[src/rtl/wfg_pkg.sv]
package wfg_pkg;

    localparam int IVL_W   = 24;
    localparam int UPD_W   = 16;
    localparam int ITER_W  = 16;
    localparam int DLY_W   = 24;
    localparam int MIN_IVL = 40;
    localparam int TMR_W   = (IVL_W > DLY_W) ? IVL_W : DLY_W;
    localparam int SPC_W   = $clog2(MIN_IVL) + 1;

    typedef enum logic [1:0] {
        ST_IDLE = 2'd0,
        ST_WAIT = 2'd1,
        ST_RUN  = 2'd2
    } wfg_state_e;

    typedef struct packed {
        logic [IVL_W-1:0]  period;
        logic [UPD_W-1:0]  n_upd;
        logic [ITER_W-1:0] n_iter;
        logic              forever_mode;
        logic [DLY_W-1:0]  gap;
    } wfg_cfg_t;

    function automatic logic [IVL_W-1:0] clamp_period(input logic [IVL_W-1:0] v);
        return (v < IVL_W'(MIN_IVL)) ? IVL_W'(MIN_IVL) : v;
    endfunction

    function automatic logic [UPD_W-1:0] upd_at_least_one(input logic [UPD_W-1:0] v);
        return (v == '0) ? UPD_W'(1) : v;
    endfunction

    function automatic logic [ITER_W-1:0] iter_at_least_one(input logic [ITER_W-1:0] v);
        return (v == '0) ? ITER_W'(1) : v;
    endfunction

endpackage

[src/rtl/wfg_cfg_latch.sv]
module wfg_cfg_latch
    import wfg_pkg::*;
(
    input  logic              clk,
    input  logic              rst,
    input  logic              capture,
    input  logic [IVL_W-1:0]  raw_interval,
    input  logic [UPD_W-1:0]  raw_updates,
    input  logic [ITER_W-1:0] raw_iterations,
    input  logic              raw_forever,
    input  logic              raw_lead_en,
    input  logic [DLY_W-1:0]  raw_lead,
    input  logic [DLY_W-1:0]  raw_gap,
    output wfg_cfg_t          cfg_q,
    output logic [DLY_W-1:0]  lead_d
);

    wfg_cfg_t cfg_d;

    always_comb begin
        cfg_d.period       = clamp_period(raw_interval);
        cfg_d.n_upd        = upd_at_least_one(raw_updates);
        cfg_d.n_iter       = iter_at_least_one(raw_iterations);
        cfg_d.forever_mode = raw_forever;
        cfg_d.gap          = raw_gap;
        lead_d             = raw_lead_en ? raw_lead : '0;
    end

    always_ff @(posedge clk) begin
        if (rst) begin
            cfg_q.period       <= IVL_W'(MIN_IVL);
            cfg_q.n_upd        <= UPD_W'(1);
            cfg_q.n_iter       <= ITER_W'(1);
            cfg_q.forever_mode <= 1'b0;
            cfg_q.gap          <= '0;
        end else if (capture) begin
            cfg_q <= cfg_d;
        end
    end


    period_floor_chk: assert property (@(posedge clk) disable iff (rst)
        capture |=> (cfg_q.period >= IVL_W'(MIN_IVL)));

endmodule

[src/rtl/wfg_tick_timer.sv]
module wfg_tick_timer #(
    parameter int W = 24
) (
    input  logic         clk,
    input  logic         rst,
    input  logic         load,
    input  logic [W-1:0] load_val,
    output logic         zero
);

    logic [W-1:0] cnt_q;

    always_ff @(posedge clk) begin
        if (rst) begin
            cnt_q <= '0;
        end else if (load) begin
            cnt_q <= load_val;
        end else if (cnt_q != '0) begin
            cnt_q <= cnt_q - W'(1);
        end
    end

    assign zero = (cnt_q == '0);


    tick_down_chk: assert property (@(posedge clk) disable iff (rst)
        (!load && !zero) |=> (cnt_q == $past(cnt_q) - W'(1)));

endmodule

[src/rtl/wfg_event_ctr.sv]
module wfg_event_ctr #(
    parameter int W = 16
) (
    input  logic         clk,
    input  logic         rst,
    input  logic         clr,
    input  logic         inc,
    output logic [W-1:0] count
);

    always_ff @(posedge clk) begin
        if (rst) begin
            count <= '0;
        end else if (clr) begin
            count <= inc ? W'(1) : '0;
        end else if (inc) begin
            count <= count + W'(1);
        end
    end

endmodule

[src/rtl/wfg_timing_gen.sv]
module wfg_timing_gen
    import wfg_pkg::*;
(
    input  logic              clk,
    input  logic              rst,
    input  logic              start_trig,
    input  logic              stop_trig,
    input  logic [IVL_W-1:0]  cfg_interval,
    input  logic [UPD_W-1:0]  cfg_updates,
    input  logic [ITER_W-1:0] cfg_iterations,
    input  logic              cfg_forever,
    input  logic              cfg_lead_en,
    input  logic [DLY_W-1:0]  cfg_lead,
    input  logic [DLY_W-1:0]  cfg_gap,
    output logic              upd_strobe,
    output logic [UPD_W-1:0]  sample_idx,
    output logic              wfg_busy
);

    wfg_state_e        state;
    wfg_cfg_t          cfg_q;
    logic [DLY_W-1:0]  lead_d;
    logic              accept;
    logic              tmr_load;
    logic [TMR_W-1:0]  tmr_val;
    logic              tmr_zero;
    logic [UPD_W-1:0]  upd_cnt;
    logic [ITER_W-1:0] iter_cnt;
    logic              fire_first;
    logic              fire_next;
    logic              more;
    logic              iter_end;
    logic              last_iter;
    logic              finish;
    logic              stop_pend;
    logic [TMR_W-1:0]  period_m1;

    assign accept     = (state == ST_IDLE) && start_trig;
    assign more       = (upd_cnt < cfg_q.n_upd);
    assign fire_first = (state == ST_WAIT) && tmr_zero;
    assign fire_next  = (state == ST_RUN) && tmr_zero && more;
    assign iter_end   = (state == ST_RUN) && tmr_zero && !more;
    assign last_iter  = !cfg_q.forever_mode &&
                        (({1'b0, iter_cnt} + (ITER_W+1)'(1)) >= {1'b0, cfg_q.n_iter});
    assign finish     = last_iter || stop_pend || stop_trig;
    assign period_m1  = TMR_W'(cfg_q.period) - TMR_W'(1);

    wfg_cfg_latch u_cfg (
        .clk            (clk),
        .rst            (rst),
        .capture        (accept),
        .raw_interval   (cfg_interval),
        .raw_updates    (cfg_updates),
        .raw_iterations (cfg_iterations),
        .raw_forever    (cfg_forever),
        .raw_lead_en    (cfg_lead_en),
        .raw_lead       (cfg_lead),
        .raw_gap        (cfg_gap),
        .cfg_q          (cfg_q),
        .lead_d         (lead_d)
    );

    always_comb begin
        tmr_load = 1'b0;
        tmr_val  = '0;
        unique case (state)
            ST_IDLE: if (start_trig) begin
                tmr_load = 1'b1;
                tmr_val  = TMR_W'(lead_d);
            end
            ST_WAIT: if (tmr_zero) begin
                tmr_load = 1'b1;
                tmr_val  = period_m1;
            end
            ST_RUN: if (tmr_zero) begin
                if (more) begin
                    tmr_load = 1'b1;
                    tmr_val  = period_m1;
                end else if (!finish) begin
                    tmr_load = 1'b1;
                    tmr_val  = TMR_W'(cfg_q.gap);
                end
            end
            default: ;
        endcase
    end

    wfg_tick_timer #(.W(TMR_W)) u_tmr (
        .clk      (clk),
        .rst      (rst),
        .load     (tmr_load),
        .load_val (tmr_val),
        .zero     (tmr_zero)
    );

    wfg_event_ctr #(.W(UPD_W)) u_upd_ctr (
        .clk   (clk),
        .rst   (rst),
        .clr   (fire_first),
        .inc   (fire_first || fire_next),
        .count (upd_cnt)
    );

    wfg_event_ctr #(.W(ITER_W)) u_iter_ctr (
        .clk   (clk),
        .rst   (rst),
        .clr   (accept),
        .inc   (iter_end),
        .count (iter_cnt)
    );

    always_ff @(posedge clk) begin
        if (rst) begin
            state      <= ST_IDLE;
            wfg_busy   <= 1'b0;
            upd_strobe <= 1'b0;
            sample_idx <= '0;
            stop_pend  <= 1'b0;
        end else begin
            upd_strobe <= 1'b0;
            unique case (state)
                ST_IDLE: begin
                    stop_pend <= 1'b0;
                    if (start_trig) begin
                        state    <= ST_WAIT;
                        wfg_busy <= 1'b1;
                    end
                end
                ST_WAIT: begin
                    if (stop_trig) stop_pend <= 1'b1;
                    if (tmr_zero) begin
                        state      <= ST_RUN;
                        upd_strobe <= 1'b1;
                        sample_idx <= '0;
                    end
                end
                ST_RUN: begin
                    if (stop_trig) stop_pend <= 1'b1;
                    if (tmr_zero) begin
                        if (more) begin
                            upd_strobe <= 1'b1;
                            sample_idx <= upd_cnt;
                        end else if (finish) begin
                            state    <= ST_IDLE;
                            wfg_busy <= 1'b0;
                        end else begin
                            state <= ST_WAIT;
                        end
                    end
                end
                default: state <= ST_IDLE;
            endcase
        end
    end

    logic [SPC_W-1:0] since_q;
    logic             seen_q;

    always_ff @(posedge clk) begin
        if (rst) begin
            since_q <= '0;
            seen_q  <= 1'b0;
        end else begin
            if (upd_strobe) since_q <= '0;
            else if (since_q != {SPC_W{1'b1}}) since_q <= since_q + SPC_W'(1);
            if (!wfg_busy) seen_q <= 1'b0;
            else if (upd_strobe) seen_q <= 1'b1;
        end
    end


    strobe_in_run_chk: assert property (@(posedge clk) disable iff (rst)
        upd_strobe |-> wfg_busy);


    strobe_spacing_chk: assert property (@(posedge clk) disable iff (rst)
        (upd_strobe && seen_q) |-> (since_q >= SPC_W'(MIN_IVL - 1)));


    strobe_single_chk: assert property (@(posedge clk) disable iff (rst)
        upd_strobe |=> !upd_strobe);


    first_index_chk: assert property (@(posedge clk) disable iff (rst)
        (upd_strobe && $past(state == ST_WAIT)) |-> (sample_idx == '0));


    index_bound_chk: assert property (@(posedge clk) disable iff (rst)
        upd_strobe |-> (sample_idx < cfg_q.n_upd));


    busy_fall_chk: assert property (@(posedge clk) disable iff (rst)
        $fell(wfg_busy) |-> ($past(state == ST_RUN) && $past(tmr_zero)));


    cfg_hold_chk: assert property (@(posedge clk) disable iff (rst)
        ((state != ST_IDLE) && start_trig) |=> $stable(cfg_q));

endmodule

[config.mk]
export PLATFORM = sky130hd
export DESIGN_NAME = wfg_timing_gen
export DESIGN_NICKNAME = d
export VERILOG_FILES = /design/src/rtl/wfg_pkg.sv /design/src/rtl/wfg_cfg_latch.sv /design/src/rtl/wfg_tick_timer.sv /design/src/rtl/wfg_event_ctr.sv /design/src/rtl/wfg_timing_gen.sv
export SDC_FILE = /design/constraint.sdc
export NUM_CORES = 1
export LEC_CHECK = 0
export ABC_AREA = 1
export BUFFER_PORTS_ARGS = -buffer_cell sky130_fd_sc_hd__buf_2
export CORE_MARGIN = 2
export CORE_UTILIZATION = 48
export CTS_CLUSTER_SIZE = 24
export DETAILED_ROUTE_END_ITERATION = 7
export GPL_TIMING_DRIVEN = 0
export PLACE_DENSITY = 0.7
export SLEW_MARGIN = 30
export SYNTH_ARGS = -nofsm -noshare
export SYNTH_HDL_FRONTEND = slang
export SYNTH_SLANG_ARGS = --single-unit
[constraint.sdc]
create_clock -name clk -period 3.05 [get_ports clk]
set_input_delay 0.305 -clock clk [delete_from_list [all_inputs] [get_ports clk]]
set_output_delay 0.305 -clock clk [all_outputs]
set_load 0.01 [all_outputs]
Yosys cells after proc, flatten, opt, wreduce, memory -nomap -nowiden
Index checks and enable logic that the tools add are counted.
- flip-flop bits (word level): 158
- input bits: 110
- add/subtract/negate cells: 5
- magnitude comparators: 3
- equality and inequality tests: 9
- muxes and demuxes: 44
- reductions and logical operators: 27
- operators with widths (kind ; number):
    $mux 24 ; 9
    $mux 16 ; 9
    $pmux 24 s3 ; 1
    $sub 24x1->24 const B ; 2
    $add 16x1->16 const B ; 2
    $logic_not 16->1 ; 2
    $pmux 16 s2 ; 1
    $logic_not 24->1 ; 1
    $lt 24x6->1 const B ; 1
    $reduce_bool 24->1 ; 1
    $add 16x1->17 const B ; 1
    $ge 17x16->1 ; 1
    $lt 16x16->1 ; 1
    $mux 1 ; 15
    $ne 2x2->1 const B ; 6
    $reduce_bool 2->1 ; 6
    $mux 2 ; 4
    $reduce_and 4->1 ; 2
    $logic_and 1x1->1 ; 6
    $pmux 1 s2 ; 3
    $pmux 2 s3 ; 1
    $reduce_and 5->1 ; 1
    $logic_or 1x1->1 ; 3
    $pmux 1 s3 ; 1
    other kinds (7) ; 8

Longest topological paths before layout
Gate-level depths: netlist of the first run.
- depth in word-level cells: 10
- depth in mapped cells: 26
- gate-level depth less buffers: 26

Modules after synthesis
From an unflattened synthesis of the first run, not the netlist that was laid out.
- cell total of the unflattened synthesis: 1540
- area total of the unflattened synthesis: 10060.9 µm²
- by module, submodules not included (module ; instances ; cells each ; area each (µm²) ; seq. area each (µm²)):
    wfg_timing_gen ; 1 ; 567 ; 3393.3 ; 420.4
    wfg_cfg_latch ; 1 ; 442 ; 3246.9 ; 1621.6
    wfg_tick_timer ; 1 ; 277 ; 1774.2 ; 480.5
    wfg_event_ctr ; 2 ; 127 ; 823.3 ; 320.3

Least setup slack after synthesis of the first run
Ideal clock, no wire load.
- path kind: flip-flop to flip-flop
- start: register u_iter_ctr.count[0]
- end: register u_tmr.cnt_q[23]
- library setup time: 66 ps
- arrival time: 2973 ps
- path slack: 11 ps
- stages on the path, launching flop included: 25
- path buffers: 1
- period minus slack after synthesis: 3039 ps
- cells stage by stage: dfxtp_1 > ha_1 > nand2_1 > nor2_1 > nand3_1 > nor3_2 > nand2_1 > xnor2_1 > ha_1 > nand2_1 > inv_1 > nand2_1 > nor2_1 > a21oi_1 > nand2_1 > nand2_1 > nand2_1 > nand2_1 > nand2_1 > nand2_2 > clkbuf_1 > nand3_1 > o21ai_0 > nand2_1 > a21oi_2
- word-level cells in the longest chain between the ends: 10
- elaborated cells on any way between the ends: 15
- ends and longest elaborated chain (item ; line ; source):
    start, declared ; wfg_event_ctr.sv:8 ; output logic [W-1:0] count
    start signal, assigned ; wfg_event_ctr.sv:15 ; count <= inc ? W'(1) : '0;
    start signal, assigned ; wfg_event_ctr.sv:17 ; count <= count + W'(1);
    $add 16x1->17 * ; wfg_timing_gen.sv:44 ; (({1'b0, iter_cnt} + (ITER_W+1)'(1)) >= {1'b0, cfg_q.n_iter});
    $ge 17x16->1 * ; wfg_timing_gen.sv:44 ;
    $logic_and 1x1->1 * ; wfg_timing_gen.sv:43 ; assign last_iter = !cfg_q.forever_mode &&
    $logic_or 1x1->1 * (2 in series) ; wfg_timing_gen.sv:45 ; assign finish = last_iter || stop_pend || stop_trig;
    $mux 24 / $mux 1 (equally long branches) ; wfg_timing_gen.sv:79 ; end else if (!finish) begin
    $mux 24 / $mux 1 (equally long branches) ; wfg_timing_gen.sv:76 ; if (more) begin
    $mux 24 / $mux 1 (equally long branches) ; wfg_timing_gen.sv:75 ; ST_RUN: if (tmr_zero) begin
    $pmux 24 s3 / $pmux 1 s3 (equally long branches) ; wfg_timing_gen.sv:66 ; unique case (state)
    $mux 24 / $reduce_bool 2->1 (equally long branches) ; -- ;
    end signal, assigned ; wfg_tick_timer.sv:17 ; cnt_q <= load_val;
    end signal, assigned ; wfg_tick_timer.sv:19 ; cnt_q <= cnt_q - W'(1);
    end, declared ; wfg_tick_timer.sv:11 ; logic [W-1:0] cnt_q;
Mark *: on every way between the ends. The rest lies on a longest branch, timed or not.
A chain may end at the register's enable or synchronous reset.

Final worst setup path of the first run
- start: register u_iter_ctr.count[0]
- end: register u_tmr.cnt_q[18]
Same word-level chain as after synthesis.

==> reports/metrics.csv, run 1 <==
stage;metric;value;unit
setup_path;cp.arrival;3.81;ns
yosys;synth-seq-cells;158;
power;power.internal;4.368;mW
setup_path;slowest_delay;0.38;ns
clock_network;cts_hold_buf;0;
min_path;hold_path_class;in -> reg;
yosys;async_flop_share;0;%
global_routing;met2_usage;46.82;%
clock_network;tritoncts;yes;
power;pwr_density_cell;640.1;mW/mm²
clock_network;cts_made_buffers;17;
setup_path;path_class;reg -> reg;
global_routing;grt_pass1_wl;42.36;mm
setup_path;startpoint_type;register;
setup_path;cp-end-kind;register;
power;leakagePower;4.853;nW
sta;fmax;290.8;MHz
setup_path;cp.required;3.42;ns
floorplanning;start_util;48.65;%
min_path;min-delay-start;cfg_iterations[3];
power;sw_frac_of_total;36.72;%
power;total_power;6.902;mW
power;switching_power;2.534;mW
yosys;syn_inst;1215;
route;routed_wl;27.23;mm
yosys;yosysSeqAreaShare;36.44;%
route;wl_per_cell;16.71;µm
cells_and_area;fin_util;60.44;%
yosys;synth_fp_nets;1364;
placed_design;port-buffer-count;126;
global_routing;global_route.usage.met3;5.473;%
status;violations;negative setup slack;
cells_and_area;diodes;0;
yosys;synth_top_area_cell;dfxtp_1;
global_routing;antenna_found_initial;0;
route;first_pass_iters;5;
clock_network;clk_pin_slew;0.07;ns
global_routing;grt.total_usage;28.02;%
yosys;yosysUniqueCellTypes;48;
sta;worst_pin_slew;0.7724;ns
route;drtIter0Drc;549;
sta;hold_viol_final;0;
global_routing;grt_max_degree;17;
sta;setup_ws;-0.3894;ns
sta;min_period_over_period;112.8;%
floorplanning;rows;49;
setup_path;path_delay_family;simple AND/OR/NAND/NOR gates;
flow_run;cap_violations;0;
floorplanning;core;0.01784;mm²
cells_and_area;area_growth;24.23;%
yosys;synth_top_area_share;36.44;%
clock_network;root_buffer;clkbuf_16;
power;p_comb_share;32.3;%
clock_network;cts.sinks;158;
placed_design;dp_hpwl;19.90;mm
global_routing;gr-usage-met1;35.31;%
cells_and_area;fin_nets;1537;
sta;slew_headroom;48.32;%
sta;setup_viol;26;
sta;skew;0.009647;ns
sta;slew_violations;0;
power;vdd_ir_drop_max;0.5097;mV
floorplanning;io_pins;128;
placed_design;gp_congestion;0.9821;
clock_network;h-tree-depth;4;
floorplanning;die_h;138.5;µm
cells_and_area;drive_gt1_share;22.20;%
yosys;synth_area_leaders;dfxtp_1 (36%), nand2_1 (11%), inv_1 (7.0%);
sta;grt_setup_unrepaired;true;
power;clkPwrFrac;31.7;%
status;outcome;finished, violations left;
clock_network;clkLatencyLatePin;0.44;ns
global_routing;grt_overflow_total;0;
placed_design;dpl_cell_area;0.009597;mm²
setup_path;r2r_setup_slack;-0.39;ns
min_path;hold_path_depth;3;
route;routed_via_density;5.351;
floorplanning;chipWidth;138.5;µm
route;drc;0;
setup_path;path_max_fanout;5;
global_routing;top_usage_layer;met2;
setup_path;cp_common_cell;nand2_1;
setup_path;ff2ff_path_depth;27;
setup_path;crit_buf_inv;4;
sta;fin_tns_setup;-6.604;ns
yosys;syn_area_per_cell;7.144;µm²
yosys;synth_ff_type;dfxtp_1;
route;postRouteAntennaNets;0;
yosys;ys_warn_count;0;
global_routing;grt_pass1_vias;8327;
power;seqPwrFrac;36.0;%
min_path;min_to;u_cfg.cfg_q[28]$_SDFFE_PP0P_;
setup_path;r2r_start;u_iter_ctr.count[0]$_SDFFE_PP0P_;
setup_path;r2r_end;u_tmr.cnt_q[18]$_SDFFE_PP0P_;
cells_and_area;postLayoutCellArea;0.01078;mm²
yosys;synth-edff-count;0;
floorplanning;die_area;0.01917;mm²
clock_network;cts_buffer_depth;2;
yosys;synth_area;0.008680;mm²
setup_path;slowest_stage;dfxtp_4;
sta;period_minus_slack;3.439;ns
route;vias;8722;
cells_and_area;fill_cells;1606;
==> power by group through the flow <==
stage | clock [mW] | combinational (mW) | sequential [mW]
after floorplan | 0 | 1.46 | 2.47
after global placement | 0 | 1.89 | 2.52
after detailed placement | 0 | 1.93 | 2.52
after CTS | 2.20 | 2.11 | 2.48
after global routing | 2.29 | 2.48 | 2.51
final | 2.19 | 2.23 | 2.48
==> state kept, by name, indices dropped and copies added, names as in the netlist <==
| name | count |
|---|---|
| u_cfg.cfg_q | 81 |
| u_tmr.cnt_q | 24 |
| sample_idx | 16 |
| u_iter_ctr.count | 16 |
| u_upd_ctr.count | 16 |
| state | 2 |
| stop_pend | 1 |
| upd_strobe | 1 |
| wfg_busy | 1 |
==> timing repair <==
item,in CTS,in global routing
gates resized for setup,62,36
setup endpoints to repair,26,26
pin swaps,27,26
buffers inserted,23,5
cloned,1,1
==> worst max path at each step <==
stage / end / slack [ns] / depth (start not counted) / start
after floorplan: u_tmr.cnt_q[23]$_SDFFE_PP0P_ / 0.01 / 24 / u_iter_ctr.count[0]$_SDFFE_PP0P_
after global placement: u_tmr.cnt_q[23]$_SDFFE_PP0P_ / -0.80 / 24 / u_iter_ctr.count[0]$_SDFFE_PP0P_
after detailed placement: u_tmr.cnt_q[23]$_SDFFE_PP0P_ / -0.84 / 24 / u_iter_ctr.count[0]$_SDFFE_PP0P_
after CTS: u_tmr.cnt_q[9]$_SDFFE_PP0P_ / -0.32 / 28 / u_iter_ctr.count[1]$_SDFFE_PP0P_
after global routing: u_tmr.cnt_q[18]$_SDFFE_PP0P_ / -0.59 / 27 / u_iter_ctr.count[2]$_SDFFE_PP0P_
final: u_tmr.cnt_q[18]$_SDFFE_PP0P_ / -0.39 / 27 / u_iter_ctr.count[0]$_SDFFE_PP0P_
==> cell usage after synthesis (5+ instances only) <==
library cell and instances:
clkbuf_1 26, nand3_1 65, nand2_1 257, o21ai_0 76, nor2_4 6, o22ai_1 14, nand4_1 26, xnor2_1 11
xor2_1 45, a21oi_2 10, a21oi_1 59, buf_2 8, nor4_1 16, dfxtp_1 158, nor3_1 18, ha_1 39
nand2_2 7, inv_1 161, inv_2 10, o21ai_1 5, a22o_1 22, a22oi_1 9, nor2_1 116
==> through the flow <==
stage	hold WS (ns)	std cells	setup slack (ns)
2_1_floorplan	0.4152	1215	0.01069
3_3_place_gp	0.4279	1570	-0.8036
3_5_place_dp	0.4495	1570	-0.8395
4_1_cts	0.07252	1625	-0.3195
5_1_grt	0.07988	1630	-0.5949
6_report	0.08032	1630	-0.3894
==> cell usage in the layout (no fill, tap or decap), types with 5 or more instances in the layout <==
cell / instances
clkbuf_16: 18
a22o_1: 22
nor2_4: 10
inv_1: 156
nand4_1: 26
ha_1: 37
clkbuf_1: 26
nor4_1: 16
dfxtp_1: 155
buf_4: 21
buf_6: 7
a22oi_1: 9
nand2_4: 11
o21ai_0: 72
xor2_1: 41
inv_2: 14
o21ai_2: 6
nor2_2: 5
nand2_2: 23
o22ai_1: 14
nand2_1: 233
a21oi_1: 54
nor3_1: 17
xnor2_1: 10
nand3_1: 62
buf_2: 133
a21oi_2: 15
nor2_1: 110
==> worst min-delay path: stages <==
cell	delay, ns
buf_2	0.09
nand2_1	0.04
o21ai_0	0.05
==> per-layer routing <==
| metal | vias to the layer above | wire, µm | part of all wire [%] |
|---|---|---|---|
| met5 | - | 0 | 0 |
| met4 | 0 | 923 | 3.4 |
| met3 | 67 | 1693 | 6.2 |
| met2 | 315 | 12960 | 48 |
| met1 | 4014 | 11660 | 43 |
| li1 | 4326 | - | - |
==> cell families after synthesis <==
family	Yosys count	share of synthesized area, %
simple gates	536	28.04
buf+inv	215	9.687
compound gates	211	14.56
flops	158	36.44
xor+xnor	56	5.651
fa+ha+maj	39	5.622
==> cell type report <==
cell class              instances  area (µm²)  share of cell area (%)
plain buffers                  39       193.9                   1.799
clock buffers                  19       442.9                   4.108
clock inverters                13       152.6                   1.416
inverters                     175       660.6                   6.127
multi-input cells             842        4964                   46.03
flip-flops and latches        158        3174                   29.44
well taps                     229       286.5                   2.657
repair buffers                155       908.4                   8.424
(Power assumes the default switching activity.)
==> run 2, diff against run 1 <==
Settings changed: GPL_TIMING_DRIVEN 0 to not set, PLACE_DENSITY 0.7 to 0.73.
==> reports/metrics.csv, run 2 (synthesized netlist as in run 1, its figures left out) <==
stage;metric;value;unit
global_routing;grt_pass1_wl;41.39;mm
status;violations;negative setup slack;
min_path;min_to;u_cfg.cfg_q[12]$_SDFFE_PP0P_;
clock_network;cts_made_buffers;17;
global_routing;grt.total_usage;26.90;%
min_path;hold_path_class;in -> reg;
sta;grt_setup_unrepaired;true;
route;drc;0;
sta;worst_pin_slew;0.8757;ns
setup_path;cp.arrival;3.69;ns
setup_path;cp-end-kind;register;
cells_and_area;drive_gt1_share;23.40;%
setup_path;r2r_start;u_iter_ctr.count[1]$_SDFFE_PP0P_;
placed_design;gp_congestion;0.9308;
floorplanning;chipWidth;138.5;µm
route;wl_per_cell;15.98;µm
sta;fmax;293.9;MHz
floorplanning;core;0.01784;mm²
cells_and_area;largest-register;u_cfg.cfg_q;
status;outcome;finished, violations left;
sta;slew_violations;0;
floorplanning;start_util;48.65;%
floorplanning;die_area;0.01917;mm²
clock_network;cts.sinks;158;
global_routing;grt_overflow_total;0;
global_routing;grt_max_degree;56;
floorplanning;rows;49;
cells_and_area;final_common_cell;nand2_1;
floorplanning;io_pins;128;
min_path;hold_path_depth;3;
power;pwr_density_cell;632.5;mW/mm²
clock_network;tritoncts;yes;
setup_path;r2r_end;u_tmr.cnt_q[7]$_SDFFE_PP0P_;
cells_and_area;layout_common_cells;nand2_1 (229), inv_1 (159), dfxtp_1 (155);
sta;hold_viol_final;0;
cells_and_area;area_growth;24.23;%
placed_design;place_inst;1570;
placed_design;port-buffer-count;127;
cells_and_area;largest_register_ffs;81;
clock_network;root_buffer;clkbuf_16;
global_routing;antenna_found_initial;1;
sta;setup_viol;26;
cells_and_area;fin_util;60.44;%
setup_path;r2r_setup_slack;-0.35;ns
sta;slew_headroom;41.62;%
setup_path;cp.required;3.34;ns
cells_and_area;fin_nets;1525;
sta;skew;0.009776;ns
placed_design;dp_hpwl;19.01;mm
global_routing;grt_pass1_vias;8325;
cells_and_area;reg_top3;u_cfg.cfg_q (81), u_tmr.cnt_q (24);
flow_run;cap_violations;0;
clock_network;clk_pin_slew;0.06;ns
route;postRouteAntennaNets;0;
route;vias;8632;
power;leakagePower;4.921;nW
route;first_pass_iters;5;
min_path;min-delay-start;cfg_gap[12];
clock_network;h-tree-depth;4;
clock_network;cts_hold_buf;0;
setup_path;ff2ff_path_depth;24;
setup_path;path_class;reg -> reg;
floorplanning;die_h;138.5;µm
sta;min_period_over_period;111.6;%
route;routed_via_density;5.332;
route;routed_wl;25.86;mm
setup_path;startpoint_type;register;
setup_path;path_max_fanout;7;
clock_network;clkLatencyLatePin;0.44;ns
cells_and_area;stdcell_count;1619;
sta;setup_ws;-0.3523;ns
sta;period_minus_slack;3.402;ns
power;total_power;6.820;mW
clock_network;cts_buffer_depth;2;
power;vdd_ir_drop_max;0.4560;mV
route;drtIter0Drc;693;
run 2: what timing repair did:
action / 4_1_cts / 5_1_grt
gates resized for setup: 36 / 57
pin swaps: 19 / 38
gates cloned: 1 / 1
setup buffers: 7 / 8
hold endpoints to repair: 0 / 0
endpoints found under the setup margin: 26 / 26
run 2: worst max-delay path, stage by stage (launching register included):
cell and delay (ns):
dfxtp_2 0.34, buf_4 0.11, ha_4 0.14, nand2_4 0.05, nor2_4 0.12, nand3_2 0.10
nor3_4 0.22, nand2_2 0.13, nor2_2 0.11, xor2_1 0.21, ha_1 0.28, nand2_1 0.09
nor2_1 0.06, a31oi_1 0.19, nand2_1 0.10, nand2_2 0.10, nand2_4 0.08, nand2_8 0.10
nand3_4 0.09, nand3_4 0.10, nand2_8 0.09, buf_12 0.17, clkbuf_16 0.16, nand3_2 0.06
a21oi_2 0.05
run 2: metal layers:
metal / part of all wire (%) / GRT usage [%] / wire, µm / vias up
li1: - / - / - / 4284
met1: 43 / 34.03 / 11150 / 3974
met2: 46 / 43.96 / 11970 / 294
met3: 6.2 / 5.300 / 1613 / 80
met4: 4.4 / 13.37 / 1135 / 0
met5: 0 / 0 / 0 / -
run 2: worst max-delay path by stage:
stage	end	slack (ns)	from
4_1_cts	u_tmr.cnt_q[12]$_SDFFE_PP0P_	-0.19	u_iter_ctr.count[1]$_SDFFE_PP0P_
6_report	u_tmr.cnt_q[7]$_SDFFE_PP0P_	-0.35	u_iter_ctr.count[1]$_SDFFE_PP0P_
3_3_place_gp	u_tmr.cnt_q[8]$_SDFFE_PP0P_	-0.21	u_iter_ctr.count[0]$_SDFFE_PP0P_
3_5_place_dp	u_tmr.cnt_q[12]$_SDFFE_PP0P_	-0.34	u_iter_ctr.count[0]$_SDFFE_PP0P_
5_1_grt	u_tmr.cnt_q[16]$_SDFFE_PP0P_	-0.65	u_iter_ctr.count[1]$_SDFFE_PP0P_
2_1_floorplan	u_tmr.cnt_q[23]$_SDFFE_PP0P_	0.01	u_iter_ctr.count[0]$_SDFFE_PP0P_
run 2: stage by stage:
stage               setup TNS [ns]  cell area, µm²  hold slack [ns]  setup slack [ns]
finish                      -7.032           10780          0.06327           -0.3523
global route                -14.85           10780          0.07032           -0.6500
CTS                         -3.528           10490          0.06026           -0.1876
detailed placement          -7.507            9754           0.4502           -0.3389
global placement            -3.503            9754           0.4488           -0.2056
floorplan                        0            8680           0.4152           0.01069
run 2: cell type report:
class	count	area [µm²]
Fill cell	1601	7058
Inverter	175	660.6
Sequential cell	158	3167
Clock inverter	13	102.6
Antenna cell	1	2.502
Multi-Input combinational cell	842	4974
Tap cell	229	286.5
Timing Repair Buffer	182	1137
Clock buffer	19	452.9
run 2: where the power goes:
part	internal (mW)	switching, mW	total [mW]
Combinational	0.856	1.44	2.29
Clock	1.10	0.943	2.04
Sequential	2.30	0.189	2.49
Total	4.25	2.57	6.82
==> run 3, diff against run 2 <==
Settings changed: PLACE_DENSITY 0.73 to 0.7, RECOVER_POWER set to 100.
Clock period 3.05 ns to 4.28 ns, I/O delays scaled along.
==> reports/metrics.csv, run 3 (synthesized netlist as in run 1, its figures left out) <==
stage;metric;value;unit
cells_and_area;layout_common_cells;nand2_1 (259), inv_1 (165), dfxtp_1 (158);
power;leakagePower;4.463;nW
min_path;min_to;u_cfg.cfg_q[36]$_SDFFE_PP0P_;
global_routing;antenna_found_initial;0;
setup_path;crit_buf_inv;3;
route;vias;8213;
global_routing;grt.total_usage;25.36;%
sta;skew;0.009108;ns
min_path;min-delay-start;cfg_iterations[11];
clock_network;cts_buffer_depth;2;
route;drtIter0Drc;585;
clock_network;postCtsSetupBuffers;0;
status;violations;max-capacitance violations, max-slew violations;
route;postRouteAntennaNets;0;
cells_and_area;register_area;0.003163;mm²
cells_and_area;diodes;0;
sta;hold_viol_final;0;
sta;setup_viol;0;
route;wl_per_cell;15.32;µm
sta;worst_pin_slew;2.088;ns
cells_and_area;largest-register;u_cfg.cfg_q;
setup_path;cp_common_cell;inv_1;
setup_path;path_class;reg -> reg;
cells_and_area;final_common_cell;nand2_1;
setup_path;startpoint_type;register;
cells_and_area;fin_util;56.01;%
setup_path;crit_chain;inv_1 > ha_1 > nand2_1 > nor2_4 > inv_1 > nor3_1 > nand3_1 > nor2_4 > nand2_4 > a21oi_1 > inv_1 > o21ai_0 > nand2_1 > a21oi_2;
power;seqPwrFrac;38.2;%
setup_path;slowest_stage;a21oi_1;
clock_network;tritoncts;yes;
power;pwr_density_cell;464.2;mW/mm²
clock_network;clk_pin_slew;0.07;ns
flow_run;cap_violations;2;
placed_design;gp_congestion;0.9939;
cells_and_area;fill_cells;1700;
floorplanning;chipWidth;138.5;µm
cells_and_area;drive_gt1_share;14.13;%
floorplanning;die_h;138.5;µm
sta;min_period_over_period;91.09;%
route;drc;0;
clock_network;clkLatencyLatePin;0.44;ns
sta;grt_setup_unrepaired;false;
clock_network;cts_hold_buf;0;
placed_design;dp_hpwl;18.55;mm
power;p_comb_share;29.4;%
power;power.internal;2.948;mW
global_routing;grt_max_degree;41;
status;outcome;finished, violations left;
setup_path;path_depth;14;
setup_path;ff2ff_path_depth;14;
power;sw_frac_of_total;36.45;%
setup_path;cp-end-kind;register;
sta;slew_violations;58;
power;switching_power;1.691;mW
clock_network;cts_made_buffers;17;
setup_path;path_delay_family;compound AO/OA/AOI/OAI gates;
cells_and_area;multi_input_area;0.004633;mm²
global_routing;grt_pass1_wl;39.34;mm
setup_path;r2r_setup_slack;0.38;ns
cells_and_area;reg_top3;u_cfg.cfg_q (81), u_tmr.cnt_q (24);
cells_and_area;fin_nets;1481;
route;routed_via_density;5.218;
floorplanning;rows;49;
power;clkPwrFrac;32.4;%
setup_path;cp.required;4.65;ns
cells_and_area;largest_register_ffs;81;
sta;slew_headroom;-39.18;%
cells_and_area;area_growth;15.14;%
floorplanning;die_area;0.01917;mm²
setup_path;r2r_end;u_tmr.cnt_q[23]$_SDFFE_PP0P_;
floorplanning;start_util;48.65;%
sta;fin_tns_setup;0;ns
sta;fmax;256.5;MHz
clock_network;cts.sinks;158;
route;routed_wl;24.11;mm
floorplanning;core;0.01784;mm²
clock_network;root_buffer;clkbuf_16;
sta;period_minus_slack;3.899;ns
global_routing;grt_pass1_vias;7862;
clock_network;cts.repair.resized;0;
min_path;hold_path_class;in -> reg;
global_routing;grt_overflow_total;0;
setup_path;r2r_start;u_tmr.cnt_q[0]$_SDFFE_PP0P_;
min_path;hold_path_depth;3;
power;vdd_ir_drop_max;0.3330;mV
setup_path;path_max_fanout;17;
setup_path;cp.arrival;4.27;ns
floorplanning;io_pins;128;
setup_path;slowest_delay;1.08;ns
route;first_pass_iters;5;
placed_design;port-buffer-count;127;
clock_network;h-tree-depth;4;
[run 3: layer usage]
| metal | vias to the layer above | track usage [%] | wire length [µm] |
|---|---|---|---|
| li1 | 4210 | - | - |
| met1 | 3703 | 33.22 | 10880 |
| met2 | 259 | 41.61 | 11160 |
| met3 | 41 | 5.542 | 1477 |
| met4 | 0 | 8.593 | 592 |
| met5 | - | 0 | 0 |
[run 3: area by class of cell]
class	count	share of cell area, %
well taps	229	2.867
clock inverters	13	1.290
clock buffers	19	4.432
flip-flops and latches	158	31.65
inverters	175	6.586
repair buffers	138	6.811
multi-input cells	842	46.36
[run 3: worst max-delay path by stage]
stage,from,end,slack [ns]
finish,u_tmr.cnt_q[0]$_SDFFE_PP0P_,u_tmr.cnt_q[23]$_SDFFE_PP0P_,0.38
floorplan,u_iter_ctr.count[0]$_SDFFE_PP0P_,u_tmr.cnt_q[23]$_SDFFE_PP0P_,1.24
global route,u_tmr.cnt_q[0]$_SDFFE_PP0P_,u_tmr.cnt_q[18]$_SDFFE_PP0P_,0.06
CTS,u_iter_ctr.count[0]$_SDFFE_PP0P_,u_tmr.cnt_q[6]$_SDFFE_PP0P_,0.62
global placement,u_iter_ctr.count[0]$_SDFFE_PP0P_,u_tmr.cnt_q[6]$_SDFFE_PP0P_,0.74
detailed placement,u_iter_ctr.count[0]$_SDFFE_PP0P_,u_tmr.cnt_q[6]$_SDFFE_PP0P_,0.65
[run 3: worst reg2reg max path, stage by stage, from the launching register on]
cell and delay, ns:
dfxtp_1 0.35, inv_1 0.12, ha_1 0.17, nand2_1 0.11, nor2_4 0.14, inv_1 0.07
nor3_1 0.15, nand3_1 0.22, nor2_4 0.31, nand2_4 0.13, a21oi_1 1.08, inv_1 0.36
o21ai_0 0.34, nand2_1 0.13, a21oi_2 0.15
[run 3: metrics by stage]
stage	std cells	hold WS (ns)	total power, mW	setup slack [ns]	instance area (µm²)
floorplan	1215	0.4188	2.803	1.241	8680
global placement	1542	0.4364	3.159	0.7444	9519
detailed placement	1542	0.4402	3.165	0.6540	9519
CTS	1574	0.2032	4.664	0.6192	10090
global route	1574	0.2062	4.915	0.05649	9993
finish	1574	0.2055	4.639	0.3814	9993
[run 3: power by group through the flow]
stage / clock, mW / sequential, mW / combinational [mW]
2_1_floorplan: 0 / 1.76 / 1.04
3_3_place_gp: 0 / 1.80 / 1.36
3_5_place_dp: 0 / 1.80 / 1.36
4_1_cts: 1.52 / 1.77 / 1.38
5_1_grt: 1.58 / 1.79 / 1.55
6_report: 1.50 / 1.77 / 1.36
